File: src/rtl/sram_ctrl_pkg.sv
`timescale 1ns/1ps
// Shared types and elaboration-time helpers for the SRAM access controller.
// Assumes timings are given in picoseconds and are non-negative.
package sram_ctrl_pkg;

    typedef enum logic [2:0] {
        SEQ_IDLE  = 3'd0,
        SEQ_READ  = 3'd1,
        SEQ_TURN  = 3'd2,
        SEQ_WLOW  = 3'd3,
        SEQ_WHOLD = 3'd4
    } seq_state_e;

    // Whole clock cycles needed to cover t_ps, never fewer than one.
    function automatic int unsigned ceil_cycles(input int unsigned t_ps,
                                                input int unsigned clk_ps);
        int unsigned c;
        c = (t_ps + clk_ps - 1) / clk_ps;
        return (c == 0) ? 1 : c;
    endfunction

    // Largest of three values.
    function automatic int unsigned max3(input int unsigned a,
                                         input int unsigned b,
                                         input int unsigned c);
        int unsigned m;
        m = (a > b) ? a : b;
        return (m > c) ? m : c;
    endfunction

endpackage

File: src/rtl/sram_req_latch.sv
`timescale 1ns/1ps
// Request capture register: holds the address and write byte of the accepted
// request for the whole memory cycle. Assumes accept is high for at most one
// cycle per request, and only when the sequencer is idle.
module sram_req_latch #(
    parameter int unsigned ADDR_W = 19,
    parameter int unsigned DATA_W = 8
) (
    input  logic              clk,
    input  logic              rst_n,
    input  logic              accept,
    input  logic [ADDR_W-1:0] req_addr,
    input  logic [DATA_W-1:0] req_wdata,
    output logic [ADDR_W-1:0] lat_addr,
    output logic [DATA_W-1:0] lat_wdata
);

    // Load the request fields on acceptance only.
    always_ff @(posedge clk) begin
        if (!rst_n) begin
            lat_addr  <= '0;
            lat_wdata <= '0;
        end else if (accept) begin
            lat_addr  <= req_addr;
            lat_wdata <= req_wdata;
        end
    end

endmodule

File: src/rtl/sram_seq_fsm.sv
`timescale 1ns/1ps
// Access sequencer: a state machine with one shared down-counter that times
// the read window and the three write phases. The strobes are registered from
// the next state, so they change cleanly on clock edges. Assumes every
// cycle-count parameter is at least 1 and fits in CNT_W bits once reduced by 1.
module sram_seq_fsm
    import sram_ctrl_pkg::*;
#(
    parameter int unsigned RD_CYC   = 6,
    parameter int unsigned TURN_CYC = 2,
    parameter int unsigned LOW_CYC  = 4,
    parameter int unsigned HOLD_CYC = 1,
    parameter int unsigned CNT_W    = 3
) (
    input  logic clk,
    input  logic rst_n,
    input  logic req_valid,
    input  logic req_write,
    output logic accept,
    output logic busy,
    output logic rd_fire,
    output logic wr_fire,
    output logic ce_n,
    output logic we_n,
    output logic oe_n,
    output logic dq_oe
);

    localparam logic [CNT_W-1:0] LD_RD   = CNT_W'(RD_CYC - 1);
    localparam logic [CNT_W-1:0] LD_TURN = CNT_W'(TURN_CYC - 1);
    localparam logic [CNT_W-1:0] LD_LOW  = CNT_W'(LOW_CYC - 1);
    localparam logic [CNT_W-1:0] LD_HOLD = CNT_W'(HOLD_CYC - 1);

    seq_state_e       state_q, state_d;
    logic [CNT_W-1:0] cnt_q, cnt_d;
    logic             last_cyc;

    assign last_cyc = (cnt_q == '0);
    assign accept   = (state_q == SEQ_IDLE) && req_valid;
    assign busy     = (state_q != SEQ_IDLE);

    // Next-state and counter-reload decode.
    always_comb begin
        state_d = state_q;
        cnt_d   = cnt_q;
        rd_fire = 1'b0;
        wr_fire = 1'b0;
        case (state_q)
            SEQ_IDLE: begin
                if (req_valid) begin
                    state_d = req_write ? SEQ_TURN : SEQ_READ;
                    cnt_d   = req_write ? LD_TURN : LD_RD;
                end
            end
            SEQ_READ: begin
                if (last_cyc) begin
                    state_d = SEQ_IDLE;
                    rd_fire = 1'b1;
                end else begin
                    cnt_d = cnt_q - CNT_W'(1);
                end
            end
            SEQ_TURN: begin
                if (last_cyc) begin
                    state_d = SEQ_WLOW;
                    cnt_d   = LD_LOW;
                end else begin
                    cnt_d = cnt_q - CNT_W'(1);
                end
            end
            SEQ_WLOW: begin
                if (last_cyc) begin
                    state_d = SEQ_WHOLD;
                    cnt_d   = LD_HOLD;
                end else begin
                    cnt_d = cnt_q - CNT_W'(1);
                end
            end
            SEQ_WHOLD: begin
                if (last_cyc) begin
                    state_d = SEQ_IDLE;
                    wr_fire = 1'b1;
                end else begin
                    cnt_d = cnt_q - CNT_W'(1);
                end
            end
            default: begin
                state_d = SEQ_IDLE;
                cnt_d   = '0;
            end
        endcase
    end

    // State and counter registers.
    always_ff @(posedge clk) begin
        if (!rst_n) begin
            state_q <= SEQ_IDLE;
            cnt_q   <= '0;
        end else begin
            state_q <= state_d;
            cnt_q   <= cnt_d;
        end
    end

    // Strobes registered from the next state so the pins change only on edges.
    always_ff @(posedge clk) begin
        if (!rst_n) begin
            ce_n  <= 1'b1;
            we_n  <= 1'b1;
            oe_n  <= 1'b1;
            dq_oe <= 1'b0;
        end else begin
            ce_n  <= (state_d == SEQ_IDLE);
            we_n  <= (state_d != SEQ_WLOW);
            oe_n  <= (state_d != SEQ_READ);
            dq_oe <= (state_d == SEQ_WLOW) || (state_d == SEQ_WHOLD);
        end
    end

    // Checker counters: cycles since output enable went high, and the length
    // of the current write-enable low run.
    logic [CNT_W:0] oe_hi_run;
    logic [CNT_W:0] we_lo_run;

    // Count cycles with output enable high, saturating.
    always_ff @(posedge clk) begin
        if (!rst_n)               oe_hi_run <= '1;
        else if (!oe_n)           oe_hi_run <= '0;
        else if (oe_hi_run != '1) oe_hi_run <= oe_hi_run + (CNT_W+1)'(1);
    end

    // Count cycles with write enable low.
    always_ff @(posedge clk) begin
        if (!rst_n)               we_lo_run <= '0;
        else if (we_n)            we_lo_run <= '0;
        else if (we_lo_run != '1) we_lo_run <= we_lo_run + (CNT_W+1)'(1);
    end

    p_standby_r1: assert property (@(posedge clk) disable iff (!rst_n)
        ce_n |-> (we_n && oe_n && !dq_oe));

    p_read_strobes_r2: assert property (@(posedge clk) disable iff (!rst_n)
        !oe_n |-> (we_n && !ce_n));

    p_turnaround_r3: assert property (@(posedge clk) disable iff (!rst_n)
        $rose(dq_oe) |-> (oe_hi_run >= (CNT_W+1)'(TURN_CYC)));

    p_we_width_r4: assert property (@(posedge clk) disable iff (!rst_n)
        $rose(we_n) |-> (we_lo_run == (CNT_W+1)'(LOW_CYC)));

    p_drive_after_we_r5: assert property (@(posedge clk) disable iff (!rst_n)
        $rose(we_n) |-> (dq_oe && !ce_n));

    p_no_contention_r6: assert property (@(posedge clk) disable iff (!rst_n)
        dq_oe |-> oe_n);

endmodule

File: src/rtl/sram_rd_capture.sv
`timescale 1ns/1ps
// Read-data register and completion pulse. The byte on the pads is taken on
// the edge that ends the read window. Done follows any sequence end by one
// edge. Assumes rd_fire and wr_fire are never high together.
module sram_rd_capture #(
    parameter int unsigned DATA_W = 8
) (
    input  logic              clk,
    input  logic              rst_n,
    input  logic              rd_fire,
    input  logic              wr_fire,
    input  logic [DATA_W-1:0] dq_in,
    output logic [DATA_W-1:0] rd_data,
    output logic              done
);

    // Capture the read byte at the end of the read window.
    always_ff @(posedge clk) begin
        if (!rst_n)       rd_data <= '0;
        else if (rd_fire) rd_data <= dq_in;
    end

    // One-cycle completion pulse.
    always_ff @(posedge clk) begin
        if (!rst_n) done <= 1'b0;
        else        done <= rd_fire || wr_fire;
    end

    p_done_pulse_r9: assert property (@(posedge clk) disable iff (!rst_n)
        done |=> !done);

    p_rdata_only_with_done_r9: assert property (@(posedge clk) disable iff (!rst_n)
        !$stable(rd_data) |-> done);

endmodule

File: src/rtl/sram_async_ctrl.sv
`timescale 1ns/1ps
// Top of the asynchronous SRAM access controller. Converts picosecond timing
// parameters into cycle counts, then connects the request latch, the access
// sequencer and the read capture. Assumes the pads combine mem_dq_out and
// mem_dq_oe into a tri-state driver, and return the pad value on mem_dq_in.
module sram_async_ctrl
    import sram_ctrl_pkg::*;
#(
    parameter int unsigned ADDR_W           = 19,
    parameter int unsigned DATA_W           = 8,
    parameter int unsigned CLK_PERIOD_PS    = 10000,
    parameter int unsigned T_READ_PS        = 55000,
    parameter int unsigned T_RELEASE_PS     = 20000,
    parameter int unsigned T_WE_PULSE_PS    = 40000,
    parameter int unsigned T_ADDR_END_PS    = 40000,
    parameter int unsigned T_DATA_SETUP_PS  = 25000,
    parameter int unsigned T_WRITE_CYCLE_PS = 55000
) (
    input  logic              clk,
    input  logic              rst_n,
    input  logic              req_valid,
    input  logic              req_write,
    input  logic [ADDR_W-1:0] req_addr,
    input  logic [DATA_W-1:0] req_wdata,
    output logic              busy,
    output logic              done,
    output logic [DATA_W-1:0] rd_data,
    output logic              mem_ce_n,
    output logic              mem_we_n,
    output logic              mem_oe_n,
    output logic [ADDR_W-1:0] mem_addr,
    output logic [DATA_W-1:0] mem_dq_out,
    output logic              mem_dq_oe,
    input  logic [DATA_W-1:0] mem_dq_in
);

    localparam int unsigned RD_CYC   = ceil_cycles(T_READ_PS, CLK_PERIOD_PS);
    localparam int unsigned TURN_CYC = ceil_cycles(T_RELEASE_PS, CLK_PERIOD_PS);
    localparam int unsigned LOW_CYC  = ceil_cycles(
        max3(T_WE_PULSE_PS, T_ADDR_END_PS, T_DATA_SETUP_PS), CLK_PERIOD_PS);
    localparam int unsigned WC_CYC   = ceil_cycles(T_WRITE_CYCLE_PS, CLK_PERIOD_PS);
    localparam int unsigned HOLD_CYC = (WC_CYC > TURN_CYC + LOW_CYC) ?
                                       (WC_CYC - TURN_CYC - LOW_CYC) : 1;
    localparam int unsigned MAX_CYC  = max3(RD_CYC, max3(TURN_CYC, LOW_CYC, HOLD_CYC), 1);
    localparam int unsigned CNT_W    = $clog2(MAX_CYC + 1);

    logic accept;
    logic rd_fire;
    logic wr_fire;

    sram_req_latch #(
        .ADDR_W (ADDR_W),
        .DATA_W (DATA_W)
    ) u_latch (
        .clk       (clk),
        .rst_n     (rst_n),
        .accept    (accept),
        .req_addr  (req_addr),
        .req_wdata (req_wdata),
        .lat_addr  (mem_addr),
        .lat_wdata (mem_dq_out)
    );

    sram_seq_fsm #(
        .RD_CYC   (RD_CYC),
        .TURN_CYC (TURN_CYC),
        .LOW_CYC  (LOW_CYC),
        .HOLD_CYC (HOLD_CYC),
        .CNT_W    (CNT_W)
    ) u_seq (
        .clk       (clk),
        .rst_n     (rst_n),
        .req_valid (req_valid),
        .req_write (req_write),
        .accept    (accept),
        .busy      (busy),
        .rd_fire   (rd_fire),
        .wr_fire   (wr_fire),
        .ce_n      (mem_ce_n),
        .we_n      (mem_we_n),
        .oe_n      (mem_oe_n),
        .dq_oe     (mem_dq_oe)
    );

    sram_rd_capture #(
        .DATA_W (DATA_W)
    ) u_cap (
        .clk     (clk),
        .rst_n   (rst_n),
        .rd_fire (rd_fire),
        .wr_fire (wr_fire),
        .dq_in   (mem_dq_in),
        .rd_data (rd_data),
        .done    (done)
    );

    p_addr_stable_r7: assert property (@(posedge clk) disable iff (!rst_n)
        (!mem_ce_n && $past(!mem_ce_n)) |-> ($stable(mem_addr) && $stable(mem_dq_out)));

    p_select_needs_busy_r8: assert property (@(posedge clk) disable iff (!rst_n)
        !mem_ce_n |-> busy);

    p_done_when_idle_r9: assert property (@(posedge clk) disable iff (!rst_n)
        done |-> !busy);

endmodule

File: config.mk
export PLATFORM = sky130hd
export DESIGN_NAME = sram_async_ctrl
export DESIGN_NICKNAME = d
export VERILOG_FILES = /design/src/rtl/sram_ctrl_pkg.sv /design/src/rtl/sram_req_latch.sv /design/src/rtl/sram_seq_fsm.sv /design/src/rtl/sram_rd_capture.sv /design/src/rtl/sram_async_ctrl.sv
export SDC_FILE = /design/constraint.sdc
export NUM_CORES = 1
export LEC_CHECK = 0
export BUFFER_PORTS_ARGS = -buffer_cell sky130_fd_sc_hd__buf_4
export CORE_UTILIZATION = 50
export CTS_CLUSTER_SIZE = 24
export DETAILED_ROUTE_END_ITERATION = 12
export PLACE_DENSITY = 0.86
export RECOVER_POWER = 100
export SETUP_SLACK_MARGIN = 0.15
export SLEW_MARGIN = 20
export SYNTH_ARGS = -nofsm -noshare
export SYNTH_HDL_FRONTEND = slang
export SYNTH_SLANG_ARGS = --single-unit
File: constraint.sdc
create_clock -name clk -period 4.3 [get_ports clk]
set_clock_uncertainty 0.2 [all_clocks]
set_input_delay 0.43 -clock clk [delete_from_list [all_inputs] [get_ports clk]]
set_output_delay 0.43 -clock clk [all_outputs]
set_load 0.05 [all_outputs]
==> metrics.yaml, run 1 <==
outcome:
  status: "finished clean"
cts:
  cts_tree: "built"
  cts_hold_repair.buffers: 0
  insertion_delay_ps: 290
  clk_pin_slew_ps: 90
  post_cts.repair.setup_buffers: 0
  numCtsBuffers: 5
  cts_buffer_depth: 2
  cts_resized: 0
  cts.sinks: 46
  root_buffer: "clkbuf_8"
  h-tree-depth: 2
setup_path:
  arrival_ps: 2600
  startpoint_type: "register"
  path_max_fanout: 28
  crit_family: "simple AND/OR/NAND/NOR gates"
  cp.required_ps: 4340
  cpMaxStageDelayCell: "nand2_1"
  worstPathCellList: "nor3_1 -> nand2_1 -> o32ai_1 -> a21o_1"
  end_kind: "register"
  critPathKind: "register to register"
  cpPeakStageDelay_ps: 650
  worstPathBufferInverterCount: 0
drt:
  first_pass_iters: 4
  vias_per_cell: 5.10
  vias: 1714
  ant_nets: 0
  drc: 0
  wl_um: 4410
  wire_per_inst_um: 13.1
  drt_iter0_drc: 89
synthesis:
  yosys_warnings: 0
  netlist_area_mm2: 0.00198
  ys_seq_area_share_pct: 46.4
  yosysTopAreaCell: "dfxtp_1"
  avgSynthCellArea_um2: 9.27
  ys_top_cells_by_count: "53 x nand2_1, 46 x dfxtp_1, 20 x a21oi_2"
  syn-num-nets: 255
  yosysMostFrequentCell: "nand2_1"
  netlist_instances: 214
  synth-main-ff-cell: "dfxtp_1"
  synth_area_leaders: "dfxtp_1 46%, nand2_1 10%, a21oi_2 8.8%, mux2i_1 4.5%, a21oi_1 2.8%"
  synth_edf_count: 0
  synthDistinctLibCells: 43
  synth_top_area_share_pct: 46.4
  ys_seq_elements: 46
  async_flop_share_pct: 0
timing:
  setup_violations: 0
  hold_viol_final: 0
  rsz0062_at_grt: "false"
  period_needed_ps: 2560
  fin_crit_sh_pct: 59.4
  slew_headroom_pct: 22.3
  tightest_slew_ps: 1170
  setup_tns_ps: 0
  fmax_mhz: 391
  finalMaxSlewViolations: 0
placed_design:
  dp_hpwl_um: 3170
  place_area_mm2: 0.00253
  io_buffers: 79
  place.gp.congestion: 0.763
grt:
  grt_overflow_total: 0
  grt_pass1_wl_um: 7190
  antenna_found_initial: 0
  grtUsageTotal_pct: 22.0
  grt_max_degree: 29
  grt_pass1_vias: 1640
pwr:
  p_leak_uw: 0.00100
  powerDensity_mw_per_mm2: 491
  ir_worst_vdd_v: 0.000308
die:
  die_h_um: 65
  start_util_pct: 53.0
  core_mm2: 0.00374
  die-width_um: 65
  fp-row-count: 22
  io_pins: 80
  die_area_mm2: 0.00423
job:
  maxCapViolations: 0
finish:
  nNetsFinal: 328
  n_antenna_cell: 0
  fin_area_mm2: 0.00242
  areaGrowthSynthToFinish_pct: 21.9
  drive_gt1_share_pct: 22.6
min_path:
  hp-class: "primary input to register"
## final cells by class
type	count	area (um^2)
clock buffers	5	68.8
clock inverters	3	43.8
fillers	376	1320
inverters	4	15.0
multi-input cells	150	872
flip-flops and latches	46	921
well taps	48	60.1
repair buffers	80	439
## tightest hold or removal path: cells and delay by family
| kind | cells | cell delay (ps) |
|---|---|---|
| buffers and inverters | 1 | 110 |
| AND/OR/NAND/NOR | 1 | 50 |
| AO/OA/AOI/OAI | 1 | 40 |
## cell families after synthesis
logic type | count (synthesis) | synth area share (%)
xor gates and xnor gates | 2 | 0.883
DFF | 46 | 46.4
adders and majority gates | 2 | 1.26
muxes | 9 | 4.54
AOI/OAI and AO/OA | 46 | 18.2
buffers and inverters | 18 | 6.62
and+or+nand+nor | 91 | 22.1
## metrics by stage
step	power (uW)	util [%]	hold WS, ps	setup WS (ps)	instances
after floorplan	825	-	293	2620	214
after global placement	917	67.5	243	2260	328
after detailed placement	926	67.5	249	2180	328
after CTS	1240	70.6	159	2170	336
after global routing	1250	64.6	154	1530	336
final	1190	64.6	167	1740	336
## final timing paths
check,start,to,slack [ps],cells past startpoint
worst min-delay path,req_addr[1],u_latch.lat_addr[1],170,3
worst max register to register,u_seq.state_q[2],u_seq.dq_oe,1740,4
worst max-delay path,u_seq.state_q[2],u_seq.dq_oe,1740,4
worst min register to register,u_latch.lat_wdata[7],u_latch.lat_wdata[7],260,2
## per-layer routing
metal | vias to the layer above | part of all wire, % | wire, um | global-route usage (%)
li1 | 864 | - | - | -
met1 | 778 | 41 | 1820 | 23.7
met2 | 70 | 49 | 2180 | 39.5
met5 | - | 0 | 0 | 0
met3 | 2 | 9.1 | 403 | 9.33
met4 | 0 | 0.14 | 6 | 5.00
## cells in the final DEF (no fill, tap or decap), types with 3 or more instances in the layout
cell and n:
buf_4 37, clkbuf_8 5, inv_1 4, nor2b_1 3, o21ai_0 3, a21oi_1 19
dfxtp_1 46, nor4_1 3, nand2_1 54, nand2_2 5, a21oi_2 12, mux2i_1 9
nor3_1 5, nand2b_1 4, clkbuf_1 43, nor2_1 10
## state kept, by name, indices dropped and copies added (netlist names)
register,cells
u_cap.done,1
u_latch.lat_addr,19
u_seq.we_n,1
u_seq.ce_n,1
u_cap.rd_data,8
u_seq.dq_oe,1
u_seq.oe_n,1
u_seq.cnt_q,3
u_seq.state_q,3
u_latch.lat_wdata,8
## where the power goes
| part | leakage (uW) | switching [uW] | internal (uW) | total (uW) |
|---|---|---|---|---|
| Clock | 0.0000585 | 147 | 174 | 321 |
| Combinational | 0.000567 | 258 | 106 | 363 |
| Sequential | 0.000377 | 33.5 | 469 | 503 |
| Total | 0.00100 | 438 | 749 | 1190 |
No activity file was read; power rests on OpenSTA's default activity.
==> run 2: changes to the inputs <==
--- a/config.mk
+++ b/config.mk
@@ -6,10 +6,10 @@
 export NUM_CORES = 1
 export LEC_CHECK = 0
 export BUFFER_PORTS_ARGS = -buffer_cell sky130_fd_sc_hd__buf_4
-export CORE_UTILIZATION = 50
+export CORE_UTILIZATION = 43
 export CTS_CLUSTER_SIZE = 24
 export DETAILED_ROUTE_END_ITERATION = 12
-export PLACE_DENSITY = 0.86
+export PLACE_DENSITY = 0.79
 export RECOVER_POWER = 100
 export SETUP_SLACK_MARGIN = 0.15
 export SLEW_MARGIN = 20
==> constraint.sdc (replaced) <==
create_clock -name clk -period 2.27 [get_ports clk]
set_clock_uncertainty 0.2 [all_clocks]
set_input_delay 0.227 -clock clk [delete_from_list [all_inputs] [get_ports clk]]
set_output_delay 0.227 -clock clk [all_outputs]
set_load 0.05 [all_outputs]
==> metrics.yaml, run 2 (synthesis results as in run 1) <==
die:
  die_area_mm2: 0.00489  # +16%
  start_util_pct: 45.3  # -7.7 points
  core_mm2: 0.00438  # +17%
  fp-row-count: 24  # +9.1%
  io_pins: 80  # unchanged
  die-width_um: 69.9  # +7.6%
  die_h_um: 69.9  # +7.6%
finish:
  drive_gt1_share_pct: 21.0  # -1.5 points
  areaGrowthSynthToFinish_pct: 41.1
  n_antenna_cell: 0  # unchanged
  fin_area_mm2: 0.00280  # +16%
  top_regs: "u_latch.lat_addr x19, u_cap.rd_data x8, u_latch.lat_wdata x8"
  regMostFlops: "u_latch.lat_addr"
  fillers: 431  # +15%
  largest_register_ff_count: 19  # unchanged
  multi_input_area_um2: 872  # unchanged
  mostFrequentLayoutCells: "58 x nand2_1, 46 x dfxtp_1, 44 x buf_4"
  regArea_um2: 921  # unchanged
  nNetsFinal: 368  # +12%
  mostFrequentLayoutCell: "nand2_1"
drt:
  met3_length_um: 278  # -31%
  first_pass_iters: 6  # +2
  vias_per_cell: 4.84  # -5.1%
  wl_met1_um: 2220  # +22%
  vias: 1840  # +7.4%
  drt_iter0_drc: 74  # -17%
  wire_per_inst_um: 13.5  # +2.9%
  routed.top_layer: "met4"
  wl_um: 5140  # +16%
  drc: 0  # unchanged
  ant_nets: 0  # unchanged
  wl_met2_um: 2580  # +18%
job:
  maxCapViolations: 0  # unchanged
pwr:
  ir_worst_vdd_v: 0.000545  # +77%
  report.power.total_uw: 2210  # +86%
  powerDensity_mw_per_mm2: 791  # +61%
  p_leak_uw: 0.00117  # +17%
grt:
  grt_max_degree: 28  # -3.4%
  grtUsageTotal_pct: 21.5  # -0.57 points
  antenna_found_initial: 0  # unchanged
  grt_pass1_wl_um: 8470  # +18%
  grt_overflow_total: 0  # unchanged
  grt_pass1_vias: 1870  # +14%
timing:
  setup_tns_ps: 0  # unchanged
  fin_hold_ws_ps: 9.64  # -158 ps
  slew_headroom_pct: 55.8  # +33 points
  finalMaxSlewViolations: 0  # unchanged
  fmax_mhz: 520  # +33%
  period_needed_ps: 1920  # -634 ps
  setup_violations: 0  # unchanged
  fin_crit_sh_pct: 84.6  # +25 points
  hold_viol_final: 0  # unchanged
  tightest_slew_ps: 666  # -499 ps
  rsz0062_at_grt: "false"
setup_path:
  critPathKind: "register to register"
  arrival_ps: 1900  # -700 ps
  worstPathCellList: "inv_1 -> ha_1 -> nor2b_1 -> and2_0 -> a2111oi_0 -> o31a_1"
  cp.required_ps: 2250  # -2090 ps
  cpPeakStageDelay_ps: 380  # -270 ps
  crit_family: "simple AND/OR/NAND/NOR gates"
  worstPathBufferInverterCount: 1  # +1
  startpoint_type: "register"
  cpMaxStageDelayCell: "nor2b_1"
  end_kind: "register"
  path_max_fanout: 7  # -75%
cts:
  cts_tree: "built"
  post_cts.repair.setup_buffers: 0  # unchanged
  cts_resized: 0  # unchanged
  cts.sinks: 46  # unchanged
  h-tree-depth: 2  # unchanged
  insertion_delay_ps: 280  # about the same
  root_buffer: "clkbuf_8"
  cts_buffer_depth: 2  # unchanged
  clk_pin_slew_ps: 80  # about the same
  numCtsBuffers: 5  # unchanged
placed_design:
  io_buffers: 79  # unchanged
  place_area_mm2: 0.00257  # +1.7%
  dp_hpwl_um: 3160  # -0.29%
  place.gp.congestion: 0.872  # +14%
min_path:
  hp-class: "primary input to register"
outcome:
  status: "finished clean"
run 2: cell count changes in the layout (fill, tap and decap cells not counted), moves of 2 or more:
cell and delta:
dlygate4sd3_1 +35, buf_4 +7, nand2_1 +4, nand2_2 -4
clkbuf_1 -2
run 2: per-stage QoR:
step / instances / utilization, % / worst slack (ps)
finish: 380 / 63.9 / 349
global route: 380 / 63.9 / 181
CTS: 380 / 68.7 / 380
detailed placement: 337 / 58.6 / 391
floorplan: 214 / - / 589
global placement: 337 / 58.6 / 464
run 2: cell type report:
class	count	area share (%)
inverters	4	0.536
repair buffers	120	29.8
flip-flops and latches	46	32.9
multi-input cells	150	31.1
clock buffers	7	3.08
clock inverters	1	0.179
well taps	52	2.32
run 2: path summary, 6_finish.rpt:
| check | slack [ps] | to | from | cells after the start |
|---|---|---|---|---|
| min | 10 | u_latch.lat_addr[16] | req_addr[16] | 3 |
| min reg2reg | 260 | u_latch.lat_wdata[2] | u_latch.lat_wdata[2] | 2 |
| max reg2reg | 350 | u_seq.cnt_q[1] | u_seq.cnt_q[0] | 6 |
| max | 350 | u_seq.cnt_q[1] | u_seq.cnt_q[0] | 6 |
run 2: layer usage:
| layer | track usage (%) | up-vias |
|---|---|---|
| met2 | 39.1 | 60 |
| met3 | 5.77 | 6 |
| met5 | 0 | - |
| li1 | - | 941 |
| met4 | 4.89 | 0 |
| met1 | 24.9 | 833 |
run 2: power by group:
group,total (uW),switching (uW),internal (uW),leakage (uW)
logic,766,512,254,0.000749
clock network,501,255,246,0.0000482
registers,947,58.7,888,0.000377
run 2: what timing repair did:
action | CTS | global route
endpoints found under the setup margin | 0 | 0
hold buffers | 35 | 0
endpoints found under the hold margin | 35 | 0
run 2: tightest hold or removal path: stages:
cell	delay, ps
buf_4	100
nand2_1	60
a21oi_1	60
